`config.mk`:
```
export PLATFORM = sky130hd
export DESIGN_NAME = slot_io_decoder
export DESIGN_NICKNAME = d
export VERILOG_FILES = /design/src/rtl/slot_dec_pkg.sv /design/src/rtl/slot_cfg_reg.sv /design/src/rtl/slot_scope.sv /design/src/rtl/slot_win_match.sv /design/src/rtl/slot_io_decoder.sv
export SDC_FILE = /design/constraint.sdc
export NUM_CORES = 1
export LEC_CHECK = 0
export BUFFER_PORTS_ARGS = -buffer_cell sky130_fd_sc_hd__buf_4
export CORE_MARGIN = 3
export CORE_UTILIZATION = 31
export DETAILED_ROUTE_END_ITERATION = 10
export PLACE_DENSITY = 0.76
export SYNTH_ARGS = -nofsm -noshare
export SYNTH_HDL_FRONTEND = slang
export SYNTH_SLANG_ARGS = --single-unit
```
`constraint.sdc`:
```
create_clock -name clk -period 1.7 [get_ports clk]
set_clock_uncertainty 0.2 [all_clocks]
set_input_delay 0 -clock clk [delete_from_list [all_inputs] [get_ports clk]]
set_output_delay 0 -clock clk [all_outputs]
set_load 0.005 [all_outputs]
```
`src/rtl/slot_dec_pkg.sv`:
```
// Package: shared constants and types of the slot I/O region decoder.
// Assumes windows are expressed as second address nibbles inside the C page range.
package slot_dec_pkg;
    localparam int NUM_WIN = 4;
    localparam int ADDR_W  = 16;
    localparam int BANK_W  = 8;

    typedef logic [3:0] nib_t;

    // First and last page nibble of each internal-ROM window, index = select bit.
    localparam nib_t WIN_FIRST [NUM_WIN] = '{4'h1, 4'h3, 4'h4, 4'h8};
    localparam nib_t WIN_LAST  [NUM_WIN] = '{4'h2, 4'h3, 4'h7, 4'hF};

    localparam nib_t SLOT_NIBBLE = 4'hC;

    typedef enum logic [1:0] {
        BK_NONE,
        BK_LOW_MAIN,
        BK_LOW_ALT,
        BK_SLOW
    } bank_kind_e;
endpackage

```
`src/rtl/slot_cfg_reg.sv`:
```
// Module: holds the inhibit bit and the window selects.
// Assumes a synchronous active-low reset clearing everything.
module slot_cfg_reg #(
    parameter int NW = 4
) (
    input  logic          clk,
    input  logic          rst_n,
    input  logic          we,
    input  logic          inh_in,
    input  logic [NW-1:0] sel_in,
    output logic          inh_q,
    output logic [NW-1:0] sel_q
);
    // Capture a new configuration on a write, clear on reset.
    always_ff @(posedge clk) begin
        if (!rst_n) begin
            inh_q <= 1'b0;
            sel_q <= '0;
        end else if (we) begin
            inh_q <= inh_in;
            sel_q <= sel_in;
        end
    end
endmodule

```
`src/rtl/slot_scope.sv`:
```
// Module: decides whether an access falls in the decoded banks and page range.
// Assumes the range of interest is the 4 KiB block whose top nibble is SLOT_NIBBLE.
module slot_scope
    import slot_dec_pkg::*;
#(
    parameter int            BW         = 8,
    parameter int            AW         = 16,
    parameter logic [BW-1:0] BANK_MAIN  = 8'h00,
    parameter logic [BW-1:0] BANK_ALT   = 8'h01,
    parameter logic [BW-1:0] BANK_SLOW0 = 8'hE0,
    parameter logic [BW-1:0] BANK_SLOW1 = 8'hE1
) (
    input  logic [BW-1:0] bank,
    input  logic [AW-1:0] addr,
    output bank_kind_e    kind,
    output logic          in_range,
    output nib_t          sub_page
);
    localparam int TOP = AW - 1;

    // Map the bank number onto its decoding class.
    always_comb begin
        if (bank == BANK_MAIN)
            kind = BK_LOW_MAIN;
        else if (bank == BANK_ALT)
            kind = BK_LOW_ALT;
        else if (bank == BANK_SLOW0 || bank == BANK_SLOW1)
            kind = BK_SLOW;
        else
            kind = BK_NONE;
    end

    // Flag accesses inside the slot page range of a decoded bank.
    always_comb begin
        in_range = (kind != BK_NONE) && (addr[TOP -: 4] == SLOT_NIBBLE);
        sub_page = addr[TOP-4 -: 4];
    end
endmodule

```
`src/rtl/slot_win_match.sv`:
```
// Module: finds which ROM window a page nibble belongs to and whether it is enabled.
// Assumes the windows in the package are disjoint.
module slot_win_match
    import slot_dec_pkg::*;
#(
    parameter int NW = NUM_WIN
) (
    input  nib_t          sub_page,
    input  logic [NW-1:0] sel,
    output logic [NW-1:0] win_hit,
    output logic          rom_en
);
    // One range comparator per window.
    for (genvar w = 0; w < NW; w++) begin : g_win
        assign win_hit[w] = (sub_page >= WIN_FIRST[w]) && (sub_page <= WIN_LAST[w]);
    end

    // The page reads ROM when its window's select is set.
    always_comb rom_en = |(win_hit & sel);
endmodule

```
`src/rtl/slot_io_decoder.sv`:
```
// Module: top of the slot I/O region decoder; combines scope, configuration and windows
// into one access class. Assumes inputs are stable around the clock edge.
module slot_io_decoder
    import slot_dec_pkg::*;
#(
    parameter int            NW         = NUM_WIN,
    parameter int            BW         = BANK_W,
    parameter int            AW         = ADDR_W,
    parameter logic [BW-1:0] BANK_MAIN  = 8'h00,
    parameter logic [BW-1:0] BANK_ALT   = 8'h01,
    parameter logic [BW-1:0] BANK_SLOW0 = 8'hE0,
    parameter logic [BW-1:0] BANK_SLOW1 = 8'hE1
) (
    input  logic          clk,
    input  logic          rst_n,
    input  logic          cfg_we,
    input  logic          cfg_inhibit,
    input  logic [NW-1:0] cfg_rom_sel,
    input  logic [BW-1:0] acc_bank,
    input  logic [AW-1:0] acc_addr,
    input  logic          acc_write,
    input  logic          aux_rd_sel,
    input  logic          aux_wr_sel,
    input  logic          shadow_req,
    output logic          is_io,
    output logic          rom_sel,
    output logic [AW-1:0] rom_addr,
    output logic          ram_sel,
    output logic          ram_aux,
    output logic          pass_thru,
    output logic          shadow_wr
);
    logic          inh_q;
    logic [NW-1:0] sel_q;
    bank_kind_e    kind;
    logic          in_range;
    nib_t          sub_page;
    logic [NW-1:0] win_hit;
    logic          rom_en;
    logic          low_bank;

    slot_cfg_reg #(.NW(NW)) u_cfg (
        .clk    (clk),
        .rst_n  (rst_n),
        .we     (cfg_we),
        .inh_in (cfg_inhibit),
        .sel_in (cfg_rom_sel),
        .inh_q  (inh_q),
        .sel_q  (sel_q)
    );

    slot_scope #(
        .BW(BW), .AW(AW),
        .BANK_MAIN(BANK_MAIN), .BANK_ALT(BANK_ALT),
        .BANK_SLOW0(BANK_SLOW0), .BANK_SLOW1(BANK_SLOW1)
    ) u_scope (
        .bank     (acc_bank),
        .addr     (acc_addr),
        .kind     (kind),
        .in_range (in_range),
        .sub_page (sub_page)
    );

    slot_win_match #(.NW(NW)) u_win (
        .sub_page (sub_page),
        .sel      (sel_q),
        .win_hit  (win_hit),
        .rom_en   (rom_en)
    );

    // Low banks are the ones the inhibit bit can turn into RAM.
    always_comb low_bank = (kind == BK_LOW_MAIN) || (kind == BK_LOW_ALT);

    // Select exactly one access class in priority order.
    always_comb begin
        is_io     = 1'b0;
        rom_sel   = 1'b0;
        ram_sel   = 1'b0;
        ram_aux   = 1'b0;
        pass_thru = 1'b0;
        if (!in_range) begin
            pass_thru = 1'b1;
        end else if (low_bank && inh_q) begin
            ram_sel = 1'b1;
            ram_aux = (kind == BK_LOW_MAIN) && (acc_write ? aux_wr_sel : aux_rd_sel);
        end else if (sub_page == 4'h0) begin
            is_io = 1'b1;
        end else if (rom_en) begin
            rom_sel = 1'b1;
        end else begin
            is_io = 1'b1;
        end
    end

    // ROM offset and shadow gating derived from the chosen class.
    always_comb begin
        rom_addr  = rom_sel ? acc_addr : '0;
        shadow_wr = shadow_req && !is_io;
    end
endmodule

```
==> results by group, run 1 <==
Routing
  • Vias per cell: 4.89
  • Post-DRT Antenna Nets: 0
  • DRT met1 WL: 787 um
  • Routed WL per cell: 12.8 um
  • WL met3: about 160 um
  • DRT Pass-1 Iters: 4
  • Routed vias: about 830
  • Final wirelength: around 2200 um
  • Met2 WL: 1170 um
  • 1st-iter DRT viols: 6
  • Max Used Layer: met4
  • Post-route DRC: 0

GRT
  • Grt ovf: 0
  • Total Routing Usage GR: a little under a fifth
  • Initial antenna violation count: 0
  • Largest net degree at the start of global routing: 16
  • Vias in the first global route: a little over 800
  • First-pass GRT wire length: around 3100 um

Synthesis
  • Count of cell types in the netlist: 28
  • Yosys reg bits: 5
  • Post-synth ARST share: 0%
  • Area share of the largest cell type after synthesis: approximately 18%
  • Dominant cell type by area after synthesis: dfxtp_1
  • Top FF cell, synth: dfxtp_1
  • Avg Inst Size Synth: around 7.3 sq um
  • Top post-synthesis cells by area: dfxtp_1 18%, a21oi_1 12%, mux2i_1 9.1%
  • Post-synth EDFFs: 0
  • Synthesis Warnings: 0
  • Syn Inst Count: 76
  • Synthesized cell area: approximately 550 sq um
  • Seq/Total Area, Yosys: a little under a fifth

Clock tree
  • Clk sinks: 5
  • Root Buffer: clkbuf_4
  • Skew-Pair Late Insertion Delay: ~0.24 ns
  • Clock tree buffer depth: 2
  • CTS tree: done
  • H-tree levels: 1
  • Inserted Clock Buffers: 3

STA
  • Final setup margin: -0.0731 ns
  • Final min period: roughly 1.8 ns
  • Unrepaired setup endpoints after global routing: true
  • Relative slew slack: 61.8%
  • Final Max Slew Viols: 0
  • Final Hold Vio Count: 0
  • Worst-Margin Slew: 0.573 ns
  • Crit share post-route: 104%
  • Final setup violation count: 12
  • Fmax: 0.564 GHz

Layout
  • Fillcell total: 123
  • Register area: around 100 sq um
  • Fin area: ~0.0012 sq mm
  • Nets@finish: between 150 and 200
  • Multi-input logic area: 488 sq um
  • Layout overhead on the synthesized area: 121%
  • Number of diodes: 0
  • Layout cells sized above 1: a little under three fifths

Floorplanning
  • Row count: 14
  • IO Count: 58
  • Initial core utilization: between 30% and 40%
  • Core area: around 0.0016 sq mm
  • Die ar.: ~0.0023 sq mm
  • Die Y: 48.2 um
  • Die Wd: between 40 and 50 um

Power and ir drop
  • P_leak: between 0.5 and 0.6 nW
  • Switch Pwr: around 120 uW
  • Gate power share: 37.7%
  • Sw frac: a little over a quarter
  • Seq pwr share: 30.1%
  • VDD IR max: 0.365 mV
  • Clk network pwr share: between 30% and 40%
  • Int Power: approximately 310 uW
  • Final Power: ~430 uW
  • Pwr dens: 352 mW/mm^2

Critical path
  • Worst Path Required: about 1.5 ns
  • Crit path buffers/inverters: 3
  • Crit. End Element: output port
  • Max Fanout on Critical Path: 8
  • WP data arrival: around 1.6 ns
  • Crit path top cell by count: buf_4
  • Max stage delay on crit path: a little over 0.3 ns
  • CP max-delay cell: nor4b_4
  • Worst setup SP type: primary input
  • CP delay by family, top: simple AND/OR/NAND/NOR gates
  • CP Cell Sequence: buf_4 > nor4b_2 > o21ai_1 > ha_2 > nor4b_4 > buf_4 > nand3_2 > a21oi_2 > buf_4
  • Setup CP Type: primary input to output port

Placement
  • DP HPWL: between 1500 and 2000 um
  • Placed Area: 996 sq um
  • Routability cong.: around 0.78
  • I/O Buffers: 55

Run
  • Max Cap Viol: 0

Run status
  • Outcome: finished with violations
  • Failing checks: negative setup slack

Hold path
  • Tightest Hold Check Type: primary input to output port
stage by stage:
stage	worst slack [ns]	hold slack (ns)	util [%]	instances	setup TNS (ns)
after floorplan	0.0454	-0.159	-	77	0
after global placement	-0.335	0.0391	62.5	154	-4.62
after detailed placement	-0.399	0.0509	62.5	154	-5.69
after CTS	-0.0648	0.0574	75.3	169	-0.574
after global routing	-0.194	0.0711	76.4	169	-2.79
final	-0.0731	0.0572	76.4	169	-0.596
layout make-up:
class,instances,share of cell area [%]
inverter,2,0.617
multi-input combinational,63,40.1
timing repair buffer,71,46.5
tap,24,2.47
clock buffer,4,2.16
sequential,5,8.22
power groups by stage:
stage               Sequential, mW  Combinational [mW]  Clock [mW]
floorplan                    0.129              0.0468           0
global placement             0.131               0.118           0
detailed placement           0.131               0.123           0
CTS                          0.129               0.157       0.146
global route                 0.129               0.174       0.156
finish                       0.129               0.162       0.138
state kept, by name, indices dropped and copies added (netlist names):
name / count
u_cfg.sel_q: 4
u_cfg.inh_q: 1
final timing paths:
path,depth (start not counted),to,start,slack (ns)
max,9,rom_addr[6],acc_bank[5],-0.07
min,3,pass_thru,acc_addr[14],0.06
max reg2reg,3,u_cfg.inh_q,u_cfg.inh_q,0.31
min reg2reg,3,u_cfg.sel_q[2],u_cfg.sel_q[2],0.86
timing repair:
action	4_1_cts	5_1_grt
setup endpoints to repair	20	19
hold endpoints to repair	5	0
setup buffers	1	0
gates resized for setup	17	4
pin swaps	5	1
hold buffers	10	0
cell usage in the layout, fill, tap and decap left out, drive strengths merged:
cell type	netlist	layout
buf	5	61
a21oi	13	13
dlygate4sd3	0	10
nand3	10	10
mux2i	5	5
nor2b	5	5
dfxtp	5	5
nand2	4	4
clkbuf	2	4
o21ai	3	3
nor3	3	3
and3	2	2
nor4	2	2
inv	2	2
and4	2	2
conb	1	2
nor4b	2	2
nor2	1	1
xor2	1	1
nor3b	1	1
a22oi	1	1
o21a	1	1
a21boi	1	1
a22o	1	1
o31a	1	1
mux2	1	1
ha	1	1
cell usage after synthesis, types with 2 or more instances:
cell      number
nor2b_1        5
inv_1          2
and4_1         2
nor4_1         2
clkbuf_1       2
buf_4          3
nor3_1         3
and3_1         2
dfxtp_1        5
buf_2          2
mux2i_1        5
nand2_1        4
a21oi_1       13
nand3_1       10
o21ai_0        3
logic make-up after synthesis:
group                    Yosys count  share of synthesized area (%)
XOR/XNOR                           1                           1.59
other                              1                          0.680
AO/OA/AOI/OAI                     21                           21.8
AND/OR/NAND/NOR                   32                           35.8
multiplexers                       6                           11.1
buffers and inverters              9                           8.62
flip-flops                         5                           18.1
adder cells (fa/ha/maj)            1                           2.27
tightest hold or removal path: cells and delay by family:
kind                   cells  cell delay (ns)
and+or+nand+nor            1             0.04
buffers and inverters      2             0.22
layer usage:
layer / track usage [%] / vias to the layer above
met4: 11.8 / 0
met1: 17.3 / 369
met5: 0 / -
li1: - / 415
met3: 0.738 / 4
met2: 39.8 / 39
Note: power is estimated with default switching activity, not from simulation.
==> run 2: changes to the inputs <==
--- a/config.mk
+++ b/config.mk
@@ -6,8 +6,11 @@
 export NUM_CORES = 1
 export LEC_CHECK = 0
 export BUFFER_PORTS_ARGS = -buffer_cell sky130_fd_sc_hd__buf_4
+export CELL_PAD_IN_SITES_DETAIL_PLACEMENT = 1
+export CELL_PAD_IN_SITES_GLOBAL_PLACEMENT = 2
+export CORE_ASPECT_RATIO = 0.6
 export CORE_MARGIN = 3
-export CORE_UTILIZATION = 31
+export CORE_UTILIZATION = 14
 export DETAILED_ROUTE_END_ITERATION = 10
 export PLACE_DENSITY = 0.76
 export SYNTH_ARGS = -nofsm -noshare
==> constraint.sdc (replaced) <==
create_clock -name clk -period 1.7 [get_ports clk]
set_clock_uncertainty 0.2 [all_clocks]
set_input_delay 0 -clock clk [delete_from_list [all_inputs] [get_ports clk]]
set_output_delay 0 -clock clk [all_outputs]
set_load 0.05 [all_outputs]
==> results by group, run 2 (synthesis results as in run 1) <==
STA
  • Final Hold Vio Count: 0 (unchanged)
  • Fin Hold WS: 0.124 ns (+0.0669 ns)
  • Final setup margin: -0.208 ns (-0.135 ns)
  • Unrepaired setup endpoints after global routing: true
  • Final min period: 1.91 ns (+0.135 ns)
  • Relative slew slack: 66.7% (+4.9 points)
  • Final Max Slew Viols: 0 (unchanged)
  • Worst-Margin Slew: 0.495 ns (-0.0781 ns)
  • Fmax: 0.524 GHz (-7.1%)
  • Crit share post-route: 112% (+7.9 points)
  • Final setup violation count: 20 (+8)

Layout
  • Commonest cells after routing, fill and taps aside: 38 x buf_4, 25 x buf_6, 13 x a21oi_4
  • Largest registers: u_cfg.sel_q x4, u_cfg.inh_q x1
  • Nets@finish: 190 (+3.8%)
  • Layout overhead on the synthesized area: 213%
  • Max FFs per register: 4 (unchanged)
  • Reg with most FFs: u_cfg.sel_q
  • Number of diodes: 0 (unchanged)
  • Commonest non-fill, non-tap cell in the layout: buf_4
  • Fillcell total: 377 (+210%)
  • Layout cells sized above 1: 71.7% (+17 points)

Critical path
  • Crit path top cell by count: buf_6
  • WP data arrival: 1.71 ns (+0.14 ns)
  • Max Fanout on Critical Path: 7 (-1)
  • Crit. End Element: output port
  • Max stage delay on crit path: 0.32 ns (about the same)
  • CP Cell Sequence: buf_6 > nor4_4 > o21ai_1 > ha_2 > a21boi_4 > buf_12 > nand2_8 > o31a_4 > buf_6
  • Setup CP Type: primary input to output port
  • CP max-delay cell: ha_2
  • Worst setup SP type: primary input
  • Worst Path Required: 1.50 ns (about the same)

Routing
  • 1st-iter DRT viols: 17 (+11)
  • Post-DRT Antenna Nets: 0 (unchanged)
  • DRT Pass-1 Iters: 3 (-1)
  • Vias per cell: 4.51 (-7.8%)
  • Post-route DRC: 0 (unchanged)
  • Final wirelength: 2980 um (+38%)
  • Routed vias: 889 (+7.5%)
  • Routed WL per cell: 15.1 um (+18%)

GRT
  • Total Routing Usage GR: 12.8% (-6.3 points)
  • Vias in the first global route: 995 (+22%)
  • Initial antenna violation count: 0 (unchanged)
  • First-pass GRT wire length: 4640 um (+47%)
  • Largest net degree at the start of global routing: 16 (unchanged)
  • Met3 usage: 4.66% (+3.9 points)
  • Most used routing layer: met2
  • M2 GR Usage: 22.8% (-17 points)
  • Grt ovf: 0 (unchanged)
  • GRT met1 Usage: 14.9% (-2.4 points)

Clock tree
  • Inserted Clock Buffers: 3 (unchanged)
  • Clk sinks: 5 (unchanged)
  • Clock tree buffer depth: 2 (unchanged)
  • Skew-Pair Late Insertion Delay: 0.22 ns (-0.02 ns)
  • H-tree levels: 1 (unchanged)
  • CTS tree: done
  • Root Buffer: clkbuf_8

Floorplanning
  • IO Count: 58 (unchanged)
  • Die ar.: 0.00476 sq mm (+100%)
  • Core area: 0.00350 sq mm (+120%)
  • Initial core utilization: 15.7% (-19 points)
  • Die Y: 54.6 um (+13%)
  • Die Wd: 87.1 um (+81%)
  • Row count: 16 (+2)

Power and ir drop
  • Pwr dens: 333 mW/mm^2 (-5.3%)
  • Int Power: 405 uW (+29%)
  • Gate power share: 39.5% (+1.8 points)
  • Clk network pwr share: 37.8% (+5.6 points)
  • Sw frac: 29.7% (+2.8 points)
  • VDD IR max: 0.301 mV (-17%)
  • Seq pwr share: 22.7% (-7.4 points)
  • Switch Pwr: 171 uW (+48%)
  • P_leak: 0.652 nW (+20%)

Run status
  • Outcome: finished with violations
  • Failing checks: negative setup slack

Hold path
  • Tightest Hold Check Type: primary input to output port

Placement
  • Routability cong.: 0.754 (-3.9%)
  • I/O Buffers: 55 (unchanged)
  • Dpl ws: -0.350 ns (+0.0486 ns)
  • DP HPWL: 2170 um (+36%)

Run
  • Max Cap Viol: 0 (unchanged)
run 2: power by group through the flow:
stage / Sequential (mW) / Combinational [mW] / Clock [mW]
3_5_place_dp: 0.131 / 0.179 / 0
3_3_place_gp: 0.131 / 0.174 / 0
4_1_cts: 0.130 / 0.217 / 0.224
2_1_floorplan: 0.130 / 0.0868 / 0
5_1_grt: 0.131 / 0.244 / 0.234
6_report: 0.130 / 0.227 / 0.218
run 2: final cells by class:
cell class                      instances  area [sq um]  area share, %
Sequential cell                         5           100           5.80
Multi-Input combinational cell         63           761           44.1
Clock buffer                            4          45.0           2.61
Timing Repair Buffer                   78           757           43.8
Tap cell                               45          56.3           3.26
Inverter                                2          7.51          0.435
run 2: what timing repair did:
action | in CTS | in global routing
pin swaps | 9 | 5
cloned | 0 | 0
gates resized for setup | 41 | 7
buffers inserted | 3 | 2
hold buffers | 10 | 0
setup endpoints to repair | 20 | 20
endpoints found under the hold margin | 5 | 0
run 2: final timing paths:
kind / start / endpoint / slack, ns / cells after the start
worst max-delay path: acc_bank[4] / shadow_wr / -0.21 / 9
worst min-delay path: acc_addr[14] / pass_thru / 0.12 / 3
worst max register to register: u_cfg.inh_q / u_cfg.inh_q / 0.29 / 3
worst min register to register: u_cfg.sel_q[0] / u_cfg.sel_q[0] / 0.88 / 3
run 2: critical path, delay by kind of cell:
| family | cells | cell delay, ns |
|---|---|---|
| adder cells (fa/ha/maj) | 1 | 0.32 |
| buffers and inverters | 3 | 0.38 |
| AO/OA/AOI/OAI | 3 | 0.60 |
| AND/OR/NAND/NOR | 2 | 0.40 |
run 2: per-layer routing:
layer / share of wire, % / up-vias
li1: - / 429
met1: 41 / 415
met5: 0 / -
met4: 1.4 / 0
met2: 49 / 39
met3: 8.2 / 6
run 2: through the flow:
stage | setup TNS, ns | power [mW] | cell area [sq um] | instances | util (%)
after floorplan | -1.06 | 0.216 | 796 | 77 | -
after global placement | -3.94 | 0.305 | 1300 | 178 | 37.2
after detailed placement | -5.26 | 0.310 | 1300 | 178 | 37.2
after CTS | -3.61 | 0.571 | 1660 | 195 | 47.5
after global routing | -4.98 | 0.608 | 1730 | 197 | 49.3
final | -2.73 | 0.575 | 1730 | 197 | 49.3
